===== src/rtl/seg_xlate_pkg.sv =====
package seg_xlate_pkg;

    typedef enum logic [1:0] {
        ACC_READ  = 2'd0,
        ACC_WRITE = 2'd1,
        ACC_EXEC  = 2'd2,
        ACC_RSVD  = 2'd3
    } acc_e;

    typedef enum logic [1:0] {
        KIND_IDENT = 2'd0,
        KIND_SEG   = 2'd1,
        KIND_PAGED = 2'd2
    } kind_e;

    typedef enum logic {
        ST_IDLE = 1'b0,
        ST_WAIT = 1'b1
    } st_e;

    localparam int unsigned CFG_W = 32;
    // Global-config bits that switch translation on.
    localparam logic [CFG_W-1:0] XLATE_ON_MASK = 32'h0000_000C;
    localparam logic [2:0] PERM_ALL = 3'b111;

endpackage


===== src/rtl/seg_route_decode.sv =====
module seg_route_decode
    import seg_xlate_pkg::*;
#(
    parameter int unsigned SEG_BITS = 4,
    localparam int unsigned SEG_COUNT = 1 << SEG_BITS
) (
    input  logic [CFG_W-1:0]     glb_cfg_i,
    input  logic [SEG_COUNT-1:0] seg_map_i,
    input  logic [SEG_BITS-1:0]  seg_i,
    input  logic [1:0]           acc_i,
    output logic                 xlate_on_o,
    output logic                 direct_o,
    output logic                 instr_o
);
    always_comb begin
        xlate_on_o = (glb_cfg_i & XLATE_ON_MASK) != '0;
        direct_o   = seg_map_i[seg_i];
        instr_o    = (acc_i == ACC_EXEC);
    end
endmodule


===== src/rtl/seg_base_pick.sv =====
module seg_base_pick #(
    parameter int unsigned SEG_BITS = 4,
    localparam int unsigned SEG_COUNT = 1 << SEG_BITS,
    localparam int unsigned HALF      = SEG_COUNT / 2,
    localparam int unsigned BASE_W    = HALF * SEG_BITS
) (
    input  logic [SEG_BITS-1:0] seg_i,
    input  logic [BASE_W-1:0]   base_lo_i,
    input  logic [BASE_W-1:0]   base_hi_i,
    output logic [SEG_BITS-1:0] base_o
);
    logic [SEG_BITS-1:0] cand [SEG_COUNT];

    for (genvar g = 0; g < SEG_COUNT; g++) begin : g_seg
        if (g < HALF) begin : g_lo
            assign cand[g] = base_lo_i[g*SEG_BITS +: SEG_BITS];
        end else begin : g_hi
            assign cand[g] = base_hi_i[(g-HALF)*SEG_BITS +: SEG_BITS];
        end
    end

    assign base_o = cand[seg_i];
endmodule


===== src/rtl/seg_xlate.sv =====
module seg_xlate
    import seg_xlate_pkg::*;
#(
    parameter int unsigned ADDR_W     = 32,
    parameter int unsigned SEG_BITS   = 4,
    parameter int unsigned PAGE_SHIFT = 13,
    localparam int unsigned SEG_COUNT = 1 << SEG_BITS,
    localparam int unsigned BASE_W    = (SEG_COUNT / 2) * SEG_BITS,
    localparam int unsigned PFN_W     = ADDR_W - PAGE_SHIFT,
    localparam int unsigned OFS_W     = ADDR_W - SEG_BITS
) (
    input  logic                 clk,
    input  logic                 rst_n,
    input  logic                 req_valid_i,
    output logic                 req_ready_o,
    input  logic [ADDR_W-1:0]    vaddr_i,
    input  logic [1:0]           acc_type_i,
    input  logic                 user_i,
    input  logic [CFG_W-1:0]     glb_cfg_i,
    input  logic [SEG_COUNT-1:0] seg_map_i,
    input  logic [BASE_W-1:0]    seg_base_lo_i,
    input  logic [BASE_W-1:0]    seg_base_hi_i,
    output logic                 tlb_req_o,
    output logic                 tlb_instr_o,
    output logic [PFN_W-1:0]     tlb_vpn_o,
    output logic [1:0]           tlb_acc_o,
    output logic                 tlb_user_o,
    input  logic                 tlb_rsp_valid_i,
    input  logic [PFN_W-1:0]     tlb_pfn_i,
    input  logic                 tlb_miss_i,
    input  logic [2:0]           tlb_perm_i,
    output logic                 rsp_valid_o,
    output logic [ADDR_W-1:0]    rsp_paddr_o,
    output logic [2:0]           rsp_perm_o,
    output logic                 rsp_miss_o,
    output logic [1:0]           rsp_kind_o
);

    typedef struct packed {
        st_e               st;
        logic              rsp_valid;
        logic [ADDR_W-1:0] paddr;
        logic [2:0]        perm;
        logic              miss;
        kind_e             kind;
        logic              tlb_req;
        logic              tlb_instr;
        logic [PFN_W-1:0]  vpn;
        logic [1:0]        acc;
        logic              user;
    } state_t;

    state_t state_d, state_q;

    logic                xlate_on, direct, instr;
    logic [SEG_BITS-1:0] seg_base;

    seg_route_decode #(.SEG_BITS(SEG_BITS)) u_decode (
        .glb_cfg_i  (glb_cfg_i),
        .seg_map_i  (seg_map_i),
        .seg_i      (vaddr_i[ADDR_W-1 -: SEG_BITS]),
        .acc_i      (acc_type_i),
        .xlate_on_o (xlate_on),
        .direct_o   (direct),
        .instr_o    (instr)
    );

    seg_base_pick #(.SEG_BITS(SEG_BITS)) u_base (
        .seg_i     (vaddr_i[ADDR_W-1 -: SEG_BITS]),
        .base_lo_i (seg_base_lo_i),
        .base_hi_i (seg_base_hi_i),
        .base_o    (seg_base)
    );

    always_comb begin
        state_d           = state_q;
        state_d.rsp_valid = 1'b0;
        unique case (state_q.st)
            ST_IDLE: begin
                if (req_valid_i) begin
                    if (!xlate_on) begin
                        state_d.rsp_valid = 1'b1;
                        state_d.paddr     = vaddr_i;
                        state_d.perm      = PERM_ALL;
                        state_d.miss      = 1'b0;
                        state_d.kind      = KIND_IDENT;
                    end else if (direct) begin
                        state_d.rsp_valid = 1'b1;
                        state_d.paddr     = {seg_base, vaddr_i[OFS_W-1:0]};
                        state_d.perm      = PERM_ALL;
                        state_d.miss      = 1'b0;
                        state_d.kind      = KIND_SEG;
                    end else begin
                        state_d.st        = ST_WAIT;
                        state_d.tlb_req   = 1'b1;
                        state_d.tlb_instr = instr;
                        state_d.vpn       = vaddr_i[ADDR_W-1:PAGE_SHIFT];
                        state_d.acc       = acc_type_i;
                        state_d.user      = user_i;
                    end
                end
            end
            ST_WAIT: begin
                if (tlb_rsp_valid_i) begin
                    state_d.st        = ST_IDLE;
                    state_d.tlb_req   = 1'b0;
                    state_d.rsp_valid = 1'b1;
                    state_d.paddr     = {tlb_pfn_i, {PAGE_SHIFT{1'b0}}};
                    state_d.perm      = tlb_perm_i;
                    state_d.miss      = tlb_miss_i;
                    state_d.kind      = KIND_PAGED;
                end
            end
            default: state_d.st = ST_IDLE;
        endcase
    end

    always_ff @(posedge clk) begin
        if (!rst_n) begin
            state_q      <= '0;
            state_q.st   <= ST_IDLE;
            state_q.kind <= KIND_IDENT;
        end else begin
            state_q <= state_d;
        end
    end

    assign req_ready_o = (state_q.st == ST_IDLE);
    assign tlb_req_o   = state_q.tlb_req;
    assign tlb_instr_o = state_q.tlb_instr;
    assign tlb_vpn_o   = state_q.vpn;
    assign tlb_acc_o   = state_q.acc;
    assign tlb_user_o  = state_q.user;
    assign rsp_valid_o = state_q.rsp_valid;
    assign rsp_paddr_o = state_q.paddr;
    assign rsp_perm_o  = state_q.perm;
    assign rsp_miss_o  = state_q.miss;
    assign rsp_kind_o  = state_q.kind;

    assert_ident_passthru_R2: assert property (@(posedge clk) disable iff (!rst_n)
        rsp_valid_o && rsp_kind_o == KIND_IDENT |->
            rsp_paddr_o == $past(vaddr_i) && rsp_perm_o == PERM_ALL && !rsp_miss_o);

    assert_seg_offset_R5: assert property (@(posedge clk) disable iff (!rst_n)
        rsp_valid_o && rsp_kind_o == KIND_SEG |->
            rsp_paddr_o[OFS_W-1:0] == $past(vaddr_i[OFS_W-1:0]) &&
            rsp_perm_o == PERM_ALL && !rsp_miss_o);

    assert_tlb_hold_R6: assert property (@(posedge clk) disable iff (!rst_n)
        tlb_req_o && !tlb_rsp_valid_i |=> tlb_req_o && $stable(tlb_vpn_o) && !req_ready_o);

    assert_tlb_route_R7: assert property (@(posedge clk) disable iff (!rst_n)
        tlb_req_o |-> tlb_instr_o == (tlb_acc_o == ACC_EXEC));

    assert_paged_result_R8: assert property (@(posedge clk) disable iff (!rst_n)
        tlb_req_o && tlb_rsp_valid_i |=>
            rsp_valid_o && rsp_kind_o == KIND_PAGED && rsp_paddr_o[PAGE_SHIFT-1:0] == '0);

    assert_idle_no_req_R9: assert property (@(posedge clk) disable iff (!rst_n)
        req_ready_o |-> !tlb_req_o);

endmodule


===== config.mk =====
export PLATFORM = sky130hd
export DESIGN_NAME = seg_xlate
export DESIGN_NICKNAME = d
export VERILOG_FILES = /design/src/rtl/seg_xlate_pkg.sv /design/src/rtl/seg_route_decode.sv /design/src/rtl/seg_base_pick.sv /design/src/rtl/seg_xlate.sv
export SDC_FILE = /design/constraint.sdc
export NUM_CORES = 1
export LEC_CHECK = 0
export ABC_AREA = 1
export CORE_UTILIZATION = 39
export DETAILED_ROUTE_END_ITERATION = 7
export PLACE_DENSITY_LB_ADDON = 0.05
export SYNTH_ARGS = -nofsm -noshare
export SYNTH_HDL_FRONTEND = slang
export SYNTH_HIERARCHICAL = 1
export SYNTH_SLANG_ARGS = --single-unit

===== constraint.sdc =====
create_clock -name clk -period 2.09 [get_ports clk]
set_clock_uncertainty 0.2 [all_clocks]
set_input_delay 0.209 -clock clk [delete_from_list [all_inputs] [get_ports clk]]
set_output_delay 0.209 -clock clk [all_outputs]
set_load 0.02 [all_outputs]

==> Word-level counts from Yosys, hierarchy flattened <==
Index checks and enable logic that the tools add are counted.
{ "totals": {"ramBits": 0, "romBits": 0, "in_bits": 174, "regBits": 64, "mem_count": 0, "output_inout_bits": 64, "elab_cells": 40, "latch_bits": 0} }
{ "classes": {"n_lt_le_gt_ge": 2, "eq_ne": 6, "n_addsub": 0, "reduce_logical": 4, "div": 0, "bitwise": 3, "shifts": 0, "multipliers": 0, "n_mux": 14} }
{ "op_table": {"columns": ["cell", "n"], "rows": [
  ["41-bit one-hot mux with 2 select lines", 1],
  ["39-bit two-way mux", 2],
  ["64-bit two-way mux", 1],
  ["24-bit two-way mux", 2],
  ["41-bit two-way mux", 1],
  ["32-bit nonzero test", 1],
  ["4-bit binary-select mux with 4-bit select", 1],
  ["4-bit two-way mux", 2],
  ["4-bit AND reduction", 2],
  ["2-bit inequality test (second input constant)", 3],
  ["5-bit greater-or-equal comparator (second input constant)", 1],
  ["4-bit by 5-bit less-than comparator with 1-bit output (second input constant)", 1],
  ["4-bit NOT with 5-bit output", 1],
  ["1-bit binary-select mux with 4-bit select", 1],
  ["1-bit two-way mux", 3],
  ["3-bit by 2-bit inequality test with 1-bit output (second input constant)", 1],
  ["3-bit AND reduction", 1],
  ["2-bit == test (second input constant)", 1],
  ["2-bit by 1-bit inequality test with 1-bit output (second input constant)", 1],
  ["1-bit NOT", 2]
]} }

==> Depth between registers and ports, before layout <==
Gate-level depths: netlist (run 1).
{ "depth": {"word_depth": 8, "ltp_mapped": 16, "mapped_depth_nobuf": 15} }

==> Cells and area by module <==
The synthesis (run 1) kept the hierarchy.
{ "modules_own_cells": {"columns": ["mod", "cells_per_inst", "instances", "seq_area_each_um2", "area_each_um2"], "rows": [
  ["seg_xlate", 437, 1, 1281.2, 3111.7],
  ["seg_base_pick", 195, 1, 0.0, 854.6],
  ["seg_route_decode", 53, 1, 0.0, 239.0]
]} }

==> Least setup slack after synthesis (run 1) <==
No wires, ideal clock.
{ "synth_path": {"kind": "input-to-reg", "start": "input port vaddr_i[28]", "end": "register state_q, in the netlist tlb_vpn_o[10]", "path_buffers": 2, "t_required_ps": 1774, "stages": 14, "setup_slack_ps": 426, "setup_ps": 116, "arrival_ps": 1348, "cell_sequence": "buf_6 > inv_8 > nand2_2 > nand3_1 > nand3_1 > nand3_1 > nand2_1 > inv_1 > nand2_2 > nor2_4 > inv_2 > buf_4 > nor2_1 > nor2_1"} }
{ "synth_via": {"elab_chain_cells": 4} }
{ "synth_rtl": {"columns": ["element", "line", "source"], "rows": [
  ["from (decl)", "seg_xlate.sv:16", "input logic [ADDR_W-1:0] vaddr_i,"],
  ["1-bit binary-select mux with 4-bit select", "seg_route_decode.sv:17", "direct_o = seg_map_i[seg_i];"],
  ["1-bit two-way mux (implied by the code)", "seg_route_decode.sv:17", null],
  ["via direct", "seg_xlate.sv:55", "logic xlate_on, direct, instr;"],
  ["1-bit NOT (no line)", null, null],
  ["4-bit AND reduction (no line)", null, null],
  ["to (signal assigned)", "seg_xlate.sv:124", "state_q <= state_d;"],
  ["to (decl)", "seg_xlate.sv:53", "state_t state_d, state_q;"]
]} }
The timed path passes the listed nets, and every way through them passes these cells. The select of a mux whose other input is x is not followed.
A chain may end at the register's enable or synchronous reset.

==> Final worst setup path (run 1) <==
{ "layout_path": {"start": "input port vaddr_i[29]", "end": "register state_q, in the netlist rsp_paddr_o[27]"} }
{ "layout_via": {"elab_chain_cells": 4} }
{ "layout_rtl": {"columns": ["element", "line"], "rows": [
  ["1-bit binary-select mux with 4-bit select", "seg_route_decode.sv:17"],
  ["1-bit two-way mux (implied by the code)", "seg_route_decode.sv:17"],
  ["via direct", "seg_xlate.sv:55"],
  ["3-bit by 2-bit inequality test with 1-bit output (no line)", null],
  ["3-bit AND reduction (no line)", null]
]} }
The timed path passes the listed nets, and every way through them passes these cells. The select of a mux whose other input is x is not followed.

==> results of run 1 <==
-- Yosys cell counts (all sizes together) --
library cell / number
dfxtp: 64
nand3: 112
a21oi: 31
buf: 86
or2: 1
clkbuf: 5
nor2: 74
nand2: 173
inv: 110
o21ai: 27
clkinv: 2
-- placed cells by master (no fill, tap or decap), drive strengths merged --
cell type and instances:
nand2 173, clkinv 7, o21ai 27, nand3 112
clkdlybuf4s50 206, clkinvlp 1, buf 19, dfxtp 64
clkbuf 10, nor2 74, a21oi 31, inv 110
or2 1
-- flip-flops by register name, indices dropped and copies added (netlist names) --
register,flops
rsp_kind_o,2
rsp_paddr_o,32
rsp_miss_o,1
state_q,1
tlb_req_o,1
rsp_perm_o,3
tlb_vpn_o,19
tlb_user_o,1
tlb_instr_o,1
rsp_valid_o,1
tlb_acc_o,2
-- how the worst max path moves through the flow --
stage	start	end	slack [ns]	cells after the start
finish	vaddr_i[29]	rsp_paddr_o[27]	0.23	13
global route	vaddr_i[29]	rsp_paddr_o[15]	0.03	13
CTS	vaddr_i[29]	tlb_acc_o[0]	0.21	12
detailed placement	vaddr_i[29]	tlb_acc_o[0]	-0.15	12
global placement	vaddr_i[29]	rsp_paddr_o[13]	-0.09	13
floorplan	vaddr_i[28]	tlb_vpn_o[10]	0.43	14
-- worst reg2reg max path: stages, from the launching register on --
cell,delay (ns)
dfxtp_1,0.43
nand2_2,0.18
inv_2,0.29
nand2_1,0.11
nand2_1,0.09
inv_1,0.04
a21oi_1,0.10
-- area by class of cell --
cell class                      count  area [um^2]  share of cell area
Timing Repair Buffer              225         2200               0.362
Multi-Input combinational cell    418         1830               0.301
Sequential cell                    64         1280               0.211
Inverter                          112          437              0.0718
Tap cell                          136          170              0.0280
Clock buffer                       10          128              0.0210
Clock inverter                      6         36.3             0.00596
-- power groups by stage --
stage | Combinational, mW | Clock (mW) | Sequential (mW)
floorplan | 0.684 | 0 | 1.40
global placement | 1.13 | 0 | 1.40
detailed placement | 1.14 | 0 | 1.40
CTS | 1.14 | 0.921 | 1.38
global route | 1.24 | 0.984 | 1.39
finish | 1.13 | 0.896 | 1.37
-- stage by stage --
| step | utilization | hold slack [ns] |
|---|---|---|
| 2_1_floorplan | - | 0.144 |
| 3_3_place_gp | 0.571 | 0.246 |
| 3_5_place_dp | 0.571 | 0.250 |
| 4_1_cts | 0.587 | 0.222 |
| 5_1_grt | 0.587 | 0.233 |
| 6_report | 0.587 | 0.241 |
-- kinds of logic (layout without fill, tap and decap cells) --
kind of cell,count (synthesis),count (layout)
and+or+nand+nor,360,360
buffers and inverters,203,353
DFF,64,64
AOI/OAI and AO/OA,58,58
-- routing by layer --
| layer | track usage | part of all wire |
|---|---|---|
| met1 | 0.246 | 0.42 |
| met2 | 0.382 | 0.50 |
| met3 | 0.0470 | 0.068 |
| met4 | 0.0694 | 0.015 |
| met5 | 0 | 0 |
==> metrics.md, run 1 <==
| Metric | Value |
|---|---|
| Outcome | `finished, final reports clean` |
| GRT Total Usage | `0.212` |
| Endpoints failing setup | `0` |
| Final Critical Period | `1.86 ns` |
| CP required | `2.16 ns` |
| CP bufs+invs | `5` |
| Final WS setup | `0.232 ns` |
| Register bit total from synthesis | `64` |
| Core area | `slightly above 10000 um^2` |
| ANT cells | `0` |
| Synthesized cell area | `4210 um^2` |
| Pin count of the biggest net entering global routing | `36` |
| Final Hold Vio Count | `0` |
| HPWL after detailed placement | `just over 9000 um` |
| Compound-Gate Fraction of Synth Area | `0.0690` |
| HP Class | `in2reg` |
| Avg WL per Cell | `around 12 um` |
| Distinct cells, synth | `22` |
| Worst-margin pin slew | `0.421 ns` |
| R2R Setup Slk | `roughly 0.58 ns` |
| Clock Latency Late Sink | `roughly 0.33 ns` |
| Cells after Synth | `~700` |
| Rel. slew slack | `0.719` |
| Mux contribution to synthesized area | `0` |
| Tot Pwr | `approximately 3.4 mW` |
| Sw Share | `0.317` |
| DRC Markers | `0` |
| Sequential power share | `0.404` |
| Avg Inst Size Synth | `a little over 6 um^2` |
| WP data arrival | `a little under 2 ns` |
| Ranking of synthesized cells by area | `dfxtp_1, nand2_1, nand3_1` |
| Psw | `around 1.1 mW` |
| Cts bufs inserted | `9` |
| CP dominant cell by count | `nand3_1` |
| Top cell type's share of synthesized area | `0.305` |
| Postcts setup bufs | `0` |
| P per Cell Area | `roughly 560 nW/um^2` |
| Post-synthesis simple-gate area fraction | `0.366` |
| CP peak stage delay | `approximately 0.48 ns` |
| Cell area after layout | `around 6100 um^2` |
| Drt first-iter violations | `around 180` |
| Vias in the first global route | `approximately 4300` |
| Fill cells | `a little over 1000` |
| RSZ-0062 raised after global routing | `no` |
| CTS Hold Bufs | `0` |
| Worst R2R Path Depth | `6` |
| Crit-path slowest cell | `clkdlybuf4s50_1` |
| Net Count, Synth | `859` |
| Routability congestion estimate | `0.838` |
| Layout cells sized above 1 | `0.0683` |
| Number of max-cap violations | `0` |
| Via density per instance | `4.60` |
| TritonCTS Sinks | `64` |
| GRT Residual Overflow | `0` |
| Seq/Total Area, Yosys | `0.305` |
| Clk pin slew, worst setup/hold paths | `about 0.070 ns` |
| RR Endpoint | `rsp_paddr_o[23]` |
| Initial antenna violation count | `0` |
| Worst VDD drop | `~0.28 mV` |
| Detailed Routing Iterations Pass 1 | `4` |
| Min-delay src | `vaddr_i[5]` |
| CTS max path bufs | `2` |
| CP Cell Sequence | `clkdlybuf4s50_1, buf_4, nand3_1, nand3_1, nand3_1, nand2_1, inv_1, nand2_2, buf_4, nand3_1, nand2_1, inv_1, a21oi_1` |
| Nets | `1004` |
| Site row count | `37` |
| Internal | `approximately 2.3 mW` |
| Chip height | `106 um` |
| Post-synthesis adder-cell area fraction | `0` |
| Final wirelength | `roughly 12000 um` |
| Fin crit share | `0.889` |
| Combinational Power Share | `0.333` |
| CTS tree | `yes` |
| Crit path max fanout | `15` |
| Static Leak | `2.90 nW` |
| Fraction of synthesized cell area in xor and xnor cells | `0` |
| WHS Endpoint | `rsp_paddr_o[5]` |
| PortBufs | `just over 200` |
| Area Overhead vs Synth | `44.7%` |
| Ys Warns | `6` |
| Total negative slack | `0 ns` |
| Boundary Pins | `238` |
| Clock Power Share | `0.263` |
| Main combinational cell family by area after synthesis | `simple AND/OR/NAND/NOR gates` |
| DP Area | `approximately 5900 um^2` |
| Dpl cells | `around 960` |
| WHS Path Cells | `3` |
| First-pass GRT wire length | `19200 um` |
| Vias | `between 4000 and 5000` |
| Critical path capture point type | `flop` |
| Max-slew violations | `0` |
| Detail Route Antenna Nets | `0` |
| Synth area leader | `dfxtp_1` |
| Startpoint Class | `primary input` |
| Crit path max-delay family | `buffers and inverters` |
| H-tree depth | `3` |
| Initial Util | `0.406` |
| Clock Tree Root | `clkbuf_8` |
| FF-to-FF Start | `state_q[63]` |
| Pre-CTS WS | `-0.147 ns` |
| Die span in x | `106 um` |
| Max Clock Freq | `0.538 GHz` |
| Die area | `roughly 11000 um^2` |
| Type of the worst setup path | `in2reg` |
| PostCTS Resize Cnt | `0` |
| Post-route insts no fill | `slightly below 1000` |
Note: power is estimated with default switching activity, not from simulation.
==> run 2, diff against run 1 <==
--- a/config.mk
+++ b/config.mk
@@ -9,4 +9,6 @@
 export CORE_UTILIZATION = 39
+export CTS_CLUSTER_DIAMETER = 150
 export DETAILED_ROUTE_END_ITERATION = 7
 export PLACE_DENSITY_LB_ADDON = 0.05
+export SLEW_MARGIN = 30
 export SYNTH_ARGS = -nofsm -noshare
==> constraint.sdc (replaced) <==
create_clock -name clk -period 2.09 [get_ports clk]
set_clock_uncertainty 0.2 [all_clocks]
set_input_delay 0.418 -clock clk [delete_from_list [all_inputs] [get_ports clk]]
set_output_delay 0.418 -clock clk [all_outputs]
set_load 0.02 [all_outputs]
==> metrics.md, run 2 (synthesis results as in run 1) <==
| Metric | Value |
|---|---|
| CTS tree | `yes` |
| Detail Route Antenna Nets | `0` |
| Routability congestion estimate | `between 0.8 and 0.9` |
| Avg WL per Cell | `about 12 um` |
| GRT Residual Overflow | `0` |
| Total negative slack | `0 ns` |
| Area Overhead vs Synth | `50.2%` |
| Max reg flops | `32` |
| Endpoints failing setup | `0` |
| Nets | `approximately 1000` |
| CP bufs+invs | `2` |
| TritonCTS Sinks | `between 60 and 70` |
| CP peak stage delay | `~0.63 ns` |
| Outcome | `finished, final reports clean` |
| Startpoint Class | `flop` |
| Final Critical Period | `2.05 ns` |
| CTS Hold Bufs | `0` |
| Rel. slew slack | `0.781` |
| Crit-path slowest cell | `clkdlybuf4s50_1` |
| Crit path max fanout | `3` |
| Die area | `11200 um^2` |
| Wl on met1 | `around 5000 um` |
| Site row count | `37` |
| Drt first-iter violations | `235` |
| Initial Util | `0.406` |
| Detail Route met2 WL | `slightly below 6000 um` |
| Worst R2R Path Depth | `6` |
| Fin util | `0.609` |
| HPWL after detailed placement | `8940 um` |
| Fill cells | `roughly 1000` |
| Initial antenna violation count | `0` |
| Core area | `about 10000 um^2` |
| ANT cells | `0` |
| First-pass GRT wire length | `approximately 19000 um` |
| Most common cell after layout, fill and taps aside | `clkdlybuf4s50_1` |
| P per Cell Area | `slightly above 600 nW/um^2` |
| WP data arrival | `around 1.4 ns` |
| Cts bufs inserted | `9` |
| DRC Markers | `0` |
| Clk pin slew, worst setup/hold paths | `~0.07 ns` |
| Crit path max-delay family | `buffers and inverters` |
| PortBufs | `~210` |
| Chip height | `~110 um` |
| Layout cells sized above 1 | `0.0829` |
| Via density per instance | `roughly 4.6` |
| Fin crit share | `0.983` |
| Boundary Pins | `about 240` |
| Crit path depth | `2` |
| Type of the worst setup path | `reg2out` |
| CTS max path bufs | `2` |
| RSZ-0062 raised after global routing | `no` |
| Top Layer Used | `met4` |
| HP Class | `reg2reg` |
| Max Clock Freq | `slightly below 0.5 GHz` |
| Vias in the first global route | `4242` |
| CP required | `1.47 ns` |
| H-tree depth | `3` |
| Worst-margin pin slew | `approximately 0.33 ns` |
| Final Hold Vio Count | `0` |
| WHS Path Cells | `2` |
| CP Cell Sequence | `inv_2, clkdlybuf4s50_1` |
| Pin count of the biggest net entering global routing | `33` |
| Critical path capture point type | `primary output` |
| Clock Latency Late Sink | `about 0.34 ns` |
| Detailed Routing Iterations Pass 1 | `5` |
| Static Leak | `between 3 and 4 nW` |
| Die span in x | `~110 um` |
| GRT Total Usage | `0.211` |
| Met3 wire length | `~850 um` |
| Commonest non-fill, non-tap cells in the layout | `clkdlybuf4s50_1, nand2_1, nand3_1` |
| Fin Hold WS | `~0.26 ns` |
| Worst VDD drop | `0.313 mV` |
| Number of max-cap violations | `0` |
| Clock Tree Root | `clkbuf_8` |
| Max-slew violations | `0` |
| Final wirelength | `between 10000 and 15000 um` |
| Vias | `4476` |
run 2: power by group:
group	total (mW)	switching, mW	internal, mW
registers	1.37	0.0513	1.32
logic	1.18	0.573	0.609
clock network	1.34	0.505	0.831
run 2: worst min-delay path, cell delays in order, from the launching register on:
cell,delay (ns)
dfxtp_1,0.31
nand2_1,0.06
a21oi_1,0.05
run 2: path summary, 6_finish.rpt:
| path | slack (ns) | startpoint | end |
|---|---|---|---|
| max | 0.04 | state_q[63] | req_ready_o |
| min | 0.26 | rsp_kind_o[1] | rsp_kind_o[1] |
| max reg2reg | 0.59 | state_q[63] | rsp_paddr_o[16] |
| min reg2reg | 0.26 | rsp_kind_o[1] | rsp_kind_o[1] |
run 2: what timing repair did:
item | CTS | global route
hold endpoints to repair | 0 | 0
endpoints found under the setup margin | 0 | 62
buffers inserted | 0 | 1
gates resized for setup | 0 | 23
run 2: per-layer routing:
layer	up-vias	GRT usage
li1	2348	-
met5	-	0
met1	1962	0.253
met2	159	0.381
met3	7	0.0451
met4	0	0.0506
run 2: final cells by class:
class,instances,area [um^2],share of cell area
multi-input combinational,419,1860,0.294
clock inverter,6,115,0.0182
clock buffer,10,138,0.0218
timing repair buffer,233,2310,0.366
tap,136,170,0.0269
inverter,112,445,0.0705
sequential,64,1280,0.203
run 2: metrics by stage:
stage                     total power, mW  worst slack [ns]  area (um^2)  instances
after floorplan                      2.08             0.217         4210        685
after global placement               2.54            -0.299         5960        961
after detailed placement             2.55            -0.326         5960        961
after CTS                            3.89           0.00787         6220        977
after global routing                 4.10           0.00153         6320        980
final                                3.89            0.0361         6320        980
==> run 3, diff against run 2 <==
- CORE_UTILIZATION: 39 -> 35
- PLACE_DENSITY: default -> 0.89
- PLACE_DENSITY_LB_ADDON: 0.05 -> default
- clock period: 2.09 -> 1.8 ns (I/O delays scaled with it)
==> metrics.md, run 3 (synthesis results as in run 1) <==
| Metric | Value |
|---|---|
| FF-to-FF Start | `state_q[63]` |
| WP data arrival | `1.17 ns` |
| Outcome | `complete, but fails checks` |
| Clock Latency Late Sink | `roughly 0.32 ns` |
| CTS max path bufs | `2` |
| Chip height | `roughly 110 um` |
| HPWL after detailed placement | `9570 um` |
| Vias in the first global route | `~4400` |
| RR Endpoint | `rsp_paddr_o[21]` |
| Detailed Routing Iterations Pass 1 | `7` |
| Vias | `roughly 4600` |
| Final wirelength | `between 10000 and 15000 um` |
| Dpl cells | `slightly below 1000` |
| GRT Total Usage | `0.205` |
| Drt first-iter violations | `305` |
| Area Overhead vs Synth | `53.0%` |
| Clock Tree Root | `clkbuf_16` |
| Most common cell after layout, fill and taps aside | `nand2_1` |
| Layout cells sized above 1 | `0.101` |
| Via density per instance | `4.59` |
| CP endpoint | `req_ready_o` |
| Fill cells | `between 1000 and 1500` |
| Max-slew violations | `0` |
| Critical path capture point type | `primary output` |
| Worst-margin pin slew | `~0.33 ns` |
| Failing checks | `DRC` |
| R2R Setup Slk | `0.26 ns` |
| Clk pin slew, worst setup/hold paths | `0.06 ns` |
| CP required | `roughly 1.2 ns` |
| Startpoint Class | `flop` |
| Cts bufs inserted | `9` |
| Rel. slew slack | `0.779` |
| Final Hold Vio Count | `0` |
| First-pass GRT wire length | `20700 um` |
| Routability congestion estimate | `approximately 0.83` |
| Number of max-cap violations | `0` |
| Total negative slack | `0 ns` |
| Die span in x | `112 um` |
| Max reg flops | `32` |
| Avg WL per Cell | `13.1 um` |
| Initial antenna violation count | `1` |
| Boundary Pins | `~240` |
| HP Class | `in2reg` |
| Initial Util | `0.364` |
| PortBufs | `207` |
| Crit path max fanout | `3` |
| Type of the worst setup path | `reg2out` |
| Worst R2R Path Depth | `6` |
| Tot Pwr | `4.54 mW` |
| Nets | `1017` |
| CTS Hold Bufs | `0` |
| Core area | `~12000 um^2` |
| H-tree depth | `3` |
| Fin util | `0.557` |
| TritonCTS Sinks | `64` |
| Die area | `approximately 12000 um^2` |
| Detail Route Antenna Nets | `0` |
| Static Leak | `between 3 and 4 nW` |
| Fin crit share | `0.961` |
| Site row count | `39` |
| CTS tree | `yes` |
| Pin count of the biggest net entering global routing | `34` |
| Worst VDD drop | `~0.43 mV` |
| GRT Residual Overflow | `0` |
| Critical path launch point | `state_q[63]` |
| Final Critical Period | `approximately 1.7 ns` |
| RSZ-0062 raised after global routing | `no` |
| Fin Hold WS | `between 0.2 and 0.25 ns` |
| Commonest non-fill, non-tap cells in the layout | `nand2_1, clkdlybuf4s50_1, nand3_1` |
| Endpoints failing setup | `0` |
| DRC Markers | `9` |
| Max Clock Freq | `0.578 GHz` |
| P per Cell Area | `706 nW/um^2` |
| Post-route insts no fill | `992` |
-- run 3: cell types whose count changed in the layout (fill, tap and decap cells not counted), moves of 3 or more --
cell / before / now
nor2_2: 0 / 7
dlygate4sd2_1: 0 / 66
clkdlybuf4s50_1: 204 / 123
clkbuf_8: 10 / 0
clkbuf_16: 1 / 10
bufinv_16: 3 / 0
buf_12: 0 / 5
nor2_1: 72 / 64
dlymetal6s2s_1: 2 / 16
-- run 3: per-layer routing --
layer	routed length [um]	track usage	part of all wire	vias up
met5	0	0	0	-
met4	499	0.0910	0.038	0
met2	6130	0.340	0.47	153
met1	5720	0.259	0.44	2018
met3	653	0.0397	0.050	32
li1	-	-	-	2353
-- run 3: how the worst min path moves through the flow --
stage | startpoint | slack, ns | cells past startpoint | endpoint
after floorplan | rsp_kind_o[1] | 0.24 | 2 | rsp_kind_o[1]
after global placement | rsp_kind_o[1] | 0.25 | 2 | rsp_kind_o[1]
after detailed placement | rsp_kind_o[1] | 0.26 | 2 | rsp_kind_o[1]
after CTS | rsp_kind_o[1] | 0.27 | 2 | rsp_kind_o[1]
after global routing | vaddr_i[29] | 0.27 | 4 | tlb_vpn_o[16]
final | vaddr_i[29] | 0.23 | 4 | tlb_vpn_o[16]
-- run 3: where the power goes --
part	internal, mW	total [mW]	leakage (nW)	switching (mW)
logic	0.648	1.34	2.81	0.690
registers	1.54	1.60	0.525	0.0583
clock network	0.942	1.61	0.129	0.667
total	3.13	4.54	3.46	1.42
-- run 3: critical path, cell delays in order (launching register included) --
cell	delay, ns
dfxtp_1	0.41
inv_2	0.09
dlygate4sd2_1	0.35
-- run 3: final cells by class --
type                       count  area [um^2]  share of cell area
multi-input combinational    419         1900               0.295
clock inverter                 7         53.8             0.00836
clock buffer                   9          225              0.0350
antenna                        1         2.50            0.000389
inverter                     112          453              0.0704
tap                          143          179              0.0278
timing repair buffer         237         2350               0.365
sequential                    64         1280               0.199
-- run 3: through the flow --
stage	cell area (um^2)	setup slack, ns
2_1_floorplan	4210	0.0000352
3_5_place_dp	6060	-0.520
5_1_grt	6440	0.0208
4_1_cts	6340	-0.0670
3_3_place_gp	6060	-0.477
6_report	6440	0.0698
-- run 3: repair_timing --
| item | CTS | global route |
|---|---|---|
| resized for setup | 87 | 29 |
| setup endpoints to repair | 126 | 65 |
| cloned | 1 | 1 |
| pin swaps | 9 | 18 |
| buffers inserted | 1 | 0 |
